`config.mk`:
```
export PLATFORM = sky130hd
export DESIGN_NAME = periodic_compare_irq
export DESIGN_NICKNAME = d
export VERILOG_FILES = /design/src/rtl/pcu_pkg.sv /design/src/rtl/pcu_counter.sv /design/src/rtl/pcu_compare.sv /design/src/rtl/pcu_status.sv /design/src/rtl/periodic_compare_irq.sv
export SDC_FILE = /design/constraint.sdc
export NUM_CORES = 1
export LEC_CHECK = 0
export BUFFER_PORTS_ARGS = -buffer_cell sky130_fd_sc_hd__buf_2
export CAP_MARGIN = 20
export CORE_ASPECT_RATIO = 1.1
export CORE_MARGIN = 4
export CORE_UTILIZATION = 40
export CTS_CLUSTER_DIAMETER = 100
export DETAILED_ROUTE_END_ITERATION = 8
export PLACE_DENSITY_LB_ADDON = 0.3
export SYNTH_ARGS = -nofsm -noshare
export SYNTH_HDL_FRONTEND = slang
export SYNTH_SLANG_ARGS = --single-unit
```
`constraint.sdc`:
```
create_clock -name clk -period 1.58 [get_ports clk]
set_input_delay 0.158 -clock clk [delete_from_list [all_inputs] [get_ports clk]]
set_output_delay 0.158 -clock clk [all_outputs]
set_load 0.005 [all_outputs]
```
`src/rtl/pcu_pkg.sv`:
```
package pcu_pkg;
  localparam int DW = 8;
  localparam int AW = 4;
  localparam logic [AW-1:0] OFS_COUNT  = 4'd5;
  localparam logic [AW-1:0] OFS_CMP    = 4'd6;
  localparam logic [AW-1:0] OFS_STATUS = 4'd8;
  localparam logic [DW-1:0] CMP_RESET  = 8'hFF;
  // status bit positions
  localparam int SB_MATCH = 0;
  localparam int SB_FRAME = 1;
  localparam int SB_NOISE = 2;
  localparam int SB_OVR   = 3;
  localparam int SB_SPARE = 4;
  localparam int SB_RXF   = 5;
  localparam int SB_TXC   = 6;
  localparam int SB_TXE   = 7;
  localparam logic [DW-1:0] STATUS_LIVE = 8'hEF;
endpackage

```
`src/rtl/pcu_counter.sv`:
```
module pcu_counter #(
  parameter int W = 8
) (
  input  logic         clk,
  input  logic         rst,
  input  logic         tick_en,
  input  logic [W-1:0] cmp_val,
  output logic [W-1:0] count,
  output logic         match
);
  localparam logic [W-1:0] ONE = W'(1);
  logic [W-1:0] count_q;
  logic [W-1:0] count_inc;

  assign count_inc = count_q + ONE;
  assign count     = count_q;
  // fires only on the tick that lands on the compare value
  assign match     = tick_en && (count_inc == cmp_val);

  always_ff @(posedge clk) begin
    if (rst) count_q <= '0;
    else if (tick_en) count_q <= count_inc;
  end

  p_count_hold_r2: assert property (@(posedge clk) disable iff (rst)
    !tick_en |=> $stable(count_q));
  p_count_step_r2: assert property (@(posedge clk) disable iff (rst)
    tick_en |=> count_q == $past(count_q) + ONE);
  p_match_once_r4: assert property (@(posedge clk) disable iff (rst)
    (match && !tick_en) == 1'b0);
endmodule

```
`src/rtl/pcu_compare.sv`:
```
module pcu_compare #(
  parameter int W = 8,
  parameter logic [W-1:0] RST_VAL = '1
) (
  input  logic         clk,
  input  logic         rst,
  input  logic         load,
  input  logic [W-1:0] load_val,
  output logic [W-1:0] cmp_val
);
  always_ff @(posedge clk) begin
    if (rst) cmp_val <= RST_VAL;
    else if (load) cmp_val <= load_val;
  end

  p_cmp_keep_r3: assert property (@(posedge clk) disable iff (rst)
    !load |=> $stable(cmp_val));
  p_cmp_load_r3: assert property (@(posedge clk) disable iff (rst)
    load |=> cmp_val == $past(load_val));
endmodule

```
`src/rtl/pcu_status.sv`:
```
module pcu_status #(
  parameter int W = 8,
  parameter logic [W-1:0] LIVE = '1
) (
  input  logic         clk,
  input  logic         rst,
  input  logic [W-1:0] ev_vec,
  input  logic         rd_clr,
  output logic [W-1:0] flags,
  output logic         irq
);
  logic [W-1:0] flags_d;

  generate
    for (genvar i = 0; i < W; i++) begin : g_bit
      if (LIVE[i]) begin : g_live
        assign flags_d[i] = (flags[i] & ~rd_clr) | ev_vec[i];
      end else begin : g_dead
        assign flags_d[i] = 1'b0;
      end
    end
  endgenerate

  always_ff @(posedge clk) begin
    if (rst) begin
      flags <= '0;
      irq   <= 1'b0;
    end else begin
      flags <= flags_d;
      irq   <= |flags_d;
    end
  end

  p_irq_tracks_r8: assert property (@(posedge clk) disable iff (rst)
    irq == (|flags));
  p_clear_r6: assert property (@(posedge clk) disable iff (rst)
    (rd_clr && ((ev_vec & LIVE) == '0)) |=> (flags == '0 && !irq));
  p_keep_new_r7: assert property (@(posedge clk) disable iff (rst)
    ((ev_vec & LIVE) != '0) |=> ((flags & $past(ev_vec & LIVE)) == $past(ev_vec & LIVE)));
  p_spare_zero_r5: assert property (@(posedge clk) disable iff (rst)
    (flags & ~LIVE) == '0);
endmodule

```
`src/rtl/periodic_compare_irq.sv`:
```
module periodic_compare_irq
  import pcu_pkg::*;
(
  input  logic          clk,
  input  logic          rst,
  input  logic          tick_en,
  input  logic [AW-1:0] addr,
  input  logic          rd_en,
  input  logic          wr_en,
  input  logic [DW-1:0] wdata,
  output logic [DW-1:0] rdata,
  input  logic          ev_tx_empty,
  input  logic          ev_tx_done,
  input  logic          ev_rx_full,
  input  logic          ev_overrun,
  input  logic          ev_noise,
  input  logic          ev_framing,
  output logic          irq
);
  logic [DW-1:0] count, cmp_val, flags, ev_vec;
  logic          match, cmp_load, stat_rd;

  assign cmp_load = wr_en && (addr == OFS_CMP);
  assign stat_rd  = rd_en && (addr == OFS_STATUS);

  always_comb begin
    ev_vec           = '0;
    ev_vec[SB_MATCH] = match;
    ev_vec[SB_FRAME] = ev_framing;
    ev_vec[SB_NOISE] = ev_noise;
    ev_vec[SB_OVR]   = ev_overrun;
    ev_vec[SB_RXF]   = ev_rx_full;
    ev_vec[SB_TXC]   = ev_tx_done;
    ev_vec[SB_TXE]   = ev_tx_empty;
  end

  pcu_counter #(.W(DW)) u_cnt (
    .clk(clk), .rst(rst), .tick_en(tick_en), .cmp_val(cmp_val),
    .count(count), .match(match)
  );

  pcu_compare #(.W(DW), .RST_VAL(CMP_RESET)) u_cmp (
    .clk(clk), .rst(rst), .load(cmp_load), .load_val(wdata), .cmp_val(cmp_val)
  );

  pcu_status #(.W(DW), .LIVE(STATUS_LIVE)) u_stat (
    .clk(clk), .rst(rst), .ev_vec(ev_vec), .rd_clr(stat_rd),
    .flags(flags), .irq(irq)
  );

  always_ff @(posedge clk) begin
    if (rst) rdata <= '0;
    else if (rd_en) begin
      unique case (addr)
        OFS_COUNT:  rdata <= count;
        OFS_CMP:    rdata <= cmp_val;
        OFS_STATUS: rdata <= flags;
        default:    rdata <= '0;
      endcase
    end
  end

  p_ro_count_r9: assert property (@(posedge clk) disable iff (rst)
    (wr_en && addr == OFS_COUNT && !tick_en) |=> $stable(count));
  p_read_other_r10: assert property (@(posedge clk) disable iff (rst)
    (rd_en && addr != OFS_COUNT && addr != OFS_CMP && addr != OFS_STATUS) |=> rdata == '0);
endmodule

```
-- Yosys cells after proc, flatten, opt, wreduce, memory -nomap -nowiden
Cells that the tools add are included.
- add/sub/neg operators: 1
- $mul: 0
- divide/modulo/power cells: 0
- magnitude comparators: 0
- eq/ne operators: 4
- shift operators: 0
- muxes and demuxes: 1
- bitwise gates (word level): 15
- reduce and logical (&&, ||, !) cells: 4
- operator list (operator ; count):
    8-bit case mux with 3 select lines ; 1
    8-bit by 1-bit adder with 8-bit output (second input constant) ; 1
    4-bit by 3-bit == test with 1-bit output (second input constant) ; 2
    8-bit == test ; 1
    1-bit AND ; 7
    1-bit OR ; 7
    7-bit OR reduction ; 1
    4-bit == test (second input constant) ; 1
    1-bit logical AND ; 3
    1-bit NOT ; 1
- bits in registers: 33
- bits in latches: 0
- bits in writable memories: 0
- bits in read-only memories: 0
- input port bits: 23
- output and inout bits: 9
- word-level logic and storage cells: 31
- memories: 0

-- Logic depth before layout (Yosys ltp)
- depth in word-level cells: 6
- gate-level depth with buffers: 6
- depth with buffers taken out: 6

-- Hierarchy
From an unflattened synthesis, not the netlist that was laid out.
- cell total of the unflattened synthesis: 205
- area, all modules: 1855.5 um^2
- modules (own cells, without submodules) (module ; times used ; cells an instance ; area an instance (um^2) ; seq. area each (um^2)):
    periodic_compare_irq ; 1 ; 74 ; 658.1 ; 160.2
    pcu_counter ; 1 ; 74 ; 613.1 ; 160.2
    pcu_compare ; 1 ; 26 ; 302.8 ; 160.2
    pcu_status ; 1 ; 31 ; 281.5 ; 160.2

-- Worst setup path before layout
Ideal clock, no wire load.
- path type: reg-to-reg
- from: reg u_cnt.count_q[0] (netlist: u_cnt.count[0])
- to: reg u_stat.flags[0]
- setup time: 0.069 ns
- data arrival time: 1.560 ns
- data required time: 1.511 ns
- slack: -0.049 ns
- cell stages (with the launch flop): 7
- path buffers: 0
- period minus slack after synthesis: 1.629 ns
- cell sequence: dfxtp_1 ha_1 xor2_1 nor4b_2 nand3_1 a311o_1 o21ai_1
- word-level cells in the longest chain between the ends: 4
- RTL lines (what ; line ; text):
    from (decl) ; pcu_counter.sv:12 ; logic [W-1:0] count_q;
    from (signal assigned) ; pcu_counter.sv:22 ; else if (tick_en) count_q <= count_inc;
    8-bit by 1-bit adder with 8-bit output ; pcu_counter.sv:15 ; assign count_inc = count_q + ONE;
    net u_cnt.count_inc[1] ; pcu_counter.sv:13 ; logic [W-1:0] count_inc;
    8-bit == test ; pcu_counter.sv:18 ; assign match = tick_en && (count_inc == cmp_val);
    1-bit logical AND ; pcu_counter.sv:18 ;
    1-bit OR ; pcu_status.sv:17 ; assign flags_d[i] = (flags[i] & ~rd_clr) | ev_vec[i];
    to (signal assigned) ; pcu_status.sv:29 ; flags <= flags_d;
    to (decl) ; pcu_status.sv:9 ; output logic [W-1:0] flags,
The timed path passes the listed nets, and every way through them passes these cells.
A chain may end at the register's enable or synchronous reset.

-- Final worst setup path
Ends and elaborated chain as after synthesis.

==> metrics.json <==
{
  "run_status": {
    "outcome": "finished, violations left",
    "failed_checks": "setup timing"
  },
  "synth": {
    "synth_compound_area_share_pct": 15.6,
    "synthXorXnorAreaFrac_pct": 8.33,
    "post_synth_most_frequent_cells": "sky130_fd_sc_hd__dfxtp_1 (32), sky130_fd_sc_hd__nor2_1 (32), sky130_fd_sc_hd__nand2_1 (21)",
    "yosysWarnings": 0,
    "synthDominantCellAreaShare_pct": 40.6,
    "ys_seq_area_share_pct": 40.6,
    "post-synth-top-area-cell": "sky130_fd_sc_hd__dfxtp_1",
    "postSynthCellCount": 184,
    "yosys_most_used_dff": "sky130_fd_sc_hd__dfxtp_1",
    "syn_area_per_cell_um2": 8.57,
    "synth-edff-count": 0,
    "synthAdderAreaFrac_pct": 1.43,
    "netlist_top_cells_area": "sky130_fd_sc_hd__dfxtp_1 (41%), sky130_fd_sc_hd__nor2_1 (7.6%), sky130_fd_sc_hd__nand2_1 (5.0%)",
    "largest_family_of_logic_cells_by_synthesized_area": "simple AND/OR/NAND/NOR gates",
    "syn_area_mm2": 0.00158,
    "synthMuxAreaShare_pct": 0.635,
    "ys_seq_elements": 32,
    "ys_types": 41,
    "synthesis.nets": 208,
    "post_synth_and_or_nand_nor_area_fraction_pct": 29.3,
    "asyncSetResetFlopFracSynth_pct": 0
  },
  "drt": {
    "dr_total_vias": 1469,
    "wl_per_cell_um": 14.6,
    "first_iter_violations": 73,
    "firstDrtPassIters": 4,
    "drc_errors": 0,
    "avgViaCountPerCell": 5.38,
    "ant_nets": 0,
    "post_detailed_routing_wire_length_mm": 3.98
  },
  "power": {
    "power_density_mw_per_mm2": 959,
    "worst_ir_drop_vdd_v": 0.000580,
    "power_mw": 1.89,
    "power_leakage_nw": 0.799
  },
  "cts": {
    "cts_tree": "built",
    "numCtsBuffers": 5,
    "clock_tree.htree_level_count": 2,
    "cts.root.buffer_cell": "sky130_fd_sc_hd__clkbuf_8",
    "cts-hold-fix-buffers": 0,
    "cts.reportedPaths.clkPinSlew_ps": 70,
    "clk_latency_ps": 280,
    "clock-sinks": 32,
    "cts_buffer_depth": 2
  },
  "global_route": {
    "groute.usage.overall_pct": 18.7,
    "grt_start_max_net_pins": 33,
    "grt_pass1_wl_mm": 6.93,
    "antenna_violations_before_repair": 0,
    "grt_pass1_vias": 1477,
    "gr-total-overflow": 0
  },
  "timing": {
    "post-route-period-util_pct": 104,
    "min_period_ps": 1640,
    "rsz_0062_raised_after_global_routing": "yes",
    "clock_skew_ps": 5.33,
    "slew-limit-headroom_pct": 68.5,
    "clock.fmax_mhz": 609,
    "fin_tns_setup_ps": -120,
    "timing.final.ws_setup_ps": -63.1,
    "fin_worst_hold_slack_ps": 82.3,
    "worstMarginPinSlew_ps": 472,
    "hold_viol_final": 0,
    "timing.final.max_slew_violations": 0,
    "setup_violations": 2
  },
  "die": {
    "die_area_mm2": 0.00501,
    "floorplan.die.height_um": 73.8,
    "starting_density_pct": 42.5,
    "die_w_um": 67.9,
    "fp-row-count": 23,
    "io-pin-count": 32,
    "core_mm2": 0.00371
  },
  "final_layout": {
    "area_growth_pct": 25.0,
    "finish.cell_count_without_fillers": 273,
    "drive_gt1_share_pct": 27.4,
    "antennaDiodeCount": 0,
    "final_nets": 246
  },
  "placement": {
    "preCtsSetupSlack_ps": -19.2,
    "gp_congestion": 0.858,
    "placed_cells_incl_taps": 265,
    "port_buffers": 31,
    "detailedPlacementHpwl_mm": 2.90
  },
  "critical_path": {
    "cp_max_fo": 2,
    "worst_ep_arrival_time_ps": 1860,
    "worstPathRequired_ps": 1790,
    "cp-end-kind": "flop",
    "cp-start-kind": "flop",
    "path_class": "reg2reg"
  },
  "job": {
    "max_cap_violations": 0
  },
  "worst_hold_path": {
    "hold_path.class": "in2reg"
  }
}
==> stage by stage <==
stage	instance area (um^2)	utilization, %
after floorplan	1590	-
after global placement	1830	49.4
after detailed placement	1830	49.4
after CTS	1970	53.1
after global routing	1970	53.1
final	1970	53.1
==> sequential cells by signal, indices dropped and copies added, names as in the netlist <==
name / count
u_stat.flags: 7
u_cnt.count: 8
u_cmp.cmp_val: 8
u_stat.irq: 1
rdata: 8
==> cell type report <==
| class | count | area [um^2] |
|---|---|---|
| Clock buffer | 7 | 96.3 |
| Clock inverter | 1 | 30.0 |
| Tap cell | 50 | 62.6 |
| Inverter | 2 | 7.51 |
| Sequential cell | 32 | 644 |
| Fill cell | 353 | 1740 |
| Multi-Input combinational cell | 139 | 892 |
| Timing Repair Buffer | 42 | 238 |
==> layer usage <==
layer  up-vias  routed length (um)  track usage (%)
met5         -                   0                0
met4         0                 100             8.17
met3        10                 297             5.66
met2        53                1920             29.5
met1       669                1660             23.4
li1        737                   -                -
==> what timing repair did <==
item / 4_1_cts / 5_1_grt
setup buffers: 0 / 0
setup endpoints to repair: 2 / 3
pin swaps: 1 / 0
hold endpoints to repair: 0 / 0
gates resized for setup: 2 / 1
==> layout by cell type (no fill, tap or decap), drive strengths merged, types with 2 or more instances in the layout <==
cell type / synthesis / final
a21oi: 14 / 14
a222oi: 7 / 7
and2: 2 / 2
buf: 6 / 42
clkbuf: 5 / 7
dfxtp: 32 / 32
inv: 2 / 2
nand2: 22 / 22
nand3: 6 / 6
nand3b: 8 / 8
nand4: 5 / 5
nor2: 32 / 32
nor3: 2 / 2
nor4b: 3 / 3
o211ai: 2 / 2
o21ai: 3 / 3
xnor2: 7 / 7
xor2: 8 / 8
==> report_power, final <==
part	switching [mW]	leakage [nW]	internal, mW
combinational	0.0926	0.472	0.0875
sequential	0.0234	0.263	0.833
clock	0.297	0.0645	0.556
==> worst max-delay path: stages (launching register included) <==
cell and delay (ps):
sky130_fd_sc_hd__dfxtp_2 340, sky130_fd_sc_hd__ha_4 240, sky130_fd_sc_hd__xor2_2 150, sky130_fd_sc_hd__nor4b_2 260
sky130_fd_sc_hd__nand3_1 130, sky130_fd_sc_hd__a311o_1 340, sky130_fd_sc_hd__o21ai_1 120
==> path summary, 6_finish.rpt <==
path                  startpoint  slack, ps                to  cells after the start
setup / recovery  u_cnt.count[0]        -60   u_stat.flags[0]                      6
hold / removal          wdata[2]         80  u_cmp.cmp_val[2]                      3
setup reg to reg  u_cnt.count[0]        -60   u_stat.flags[0]                      6
hold reg to reg         rdata[0]        480          rdata[0]                      2
==> cell families (layout without fill, tap and decap cells) <==
| logic type | count (synthesis) | in the layout |
|---|---|---|
| AO/OA/AOI/OAI | 34 | 34 |
| buffers and inverters | 13 | 52 |
| adder cells (fa/ha/maj) | 2 | 2 |
| AND/OR/NAND/NOR | 87 | 87 |
| XOR/XNOR | 15 | 15 |
| multiplexers | 1 | 1 |
| flip-flops | 32 | 32 |
(Power assumes the default switching activity.)
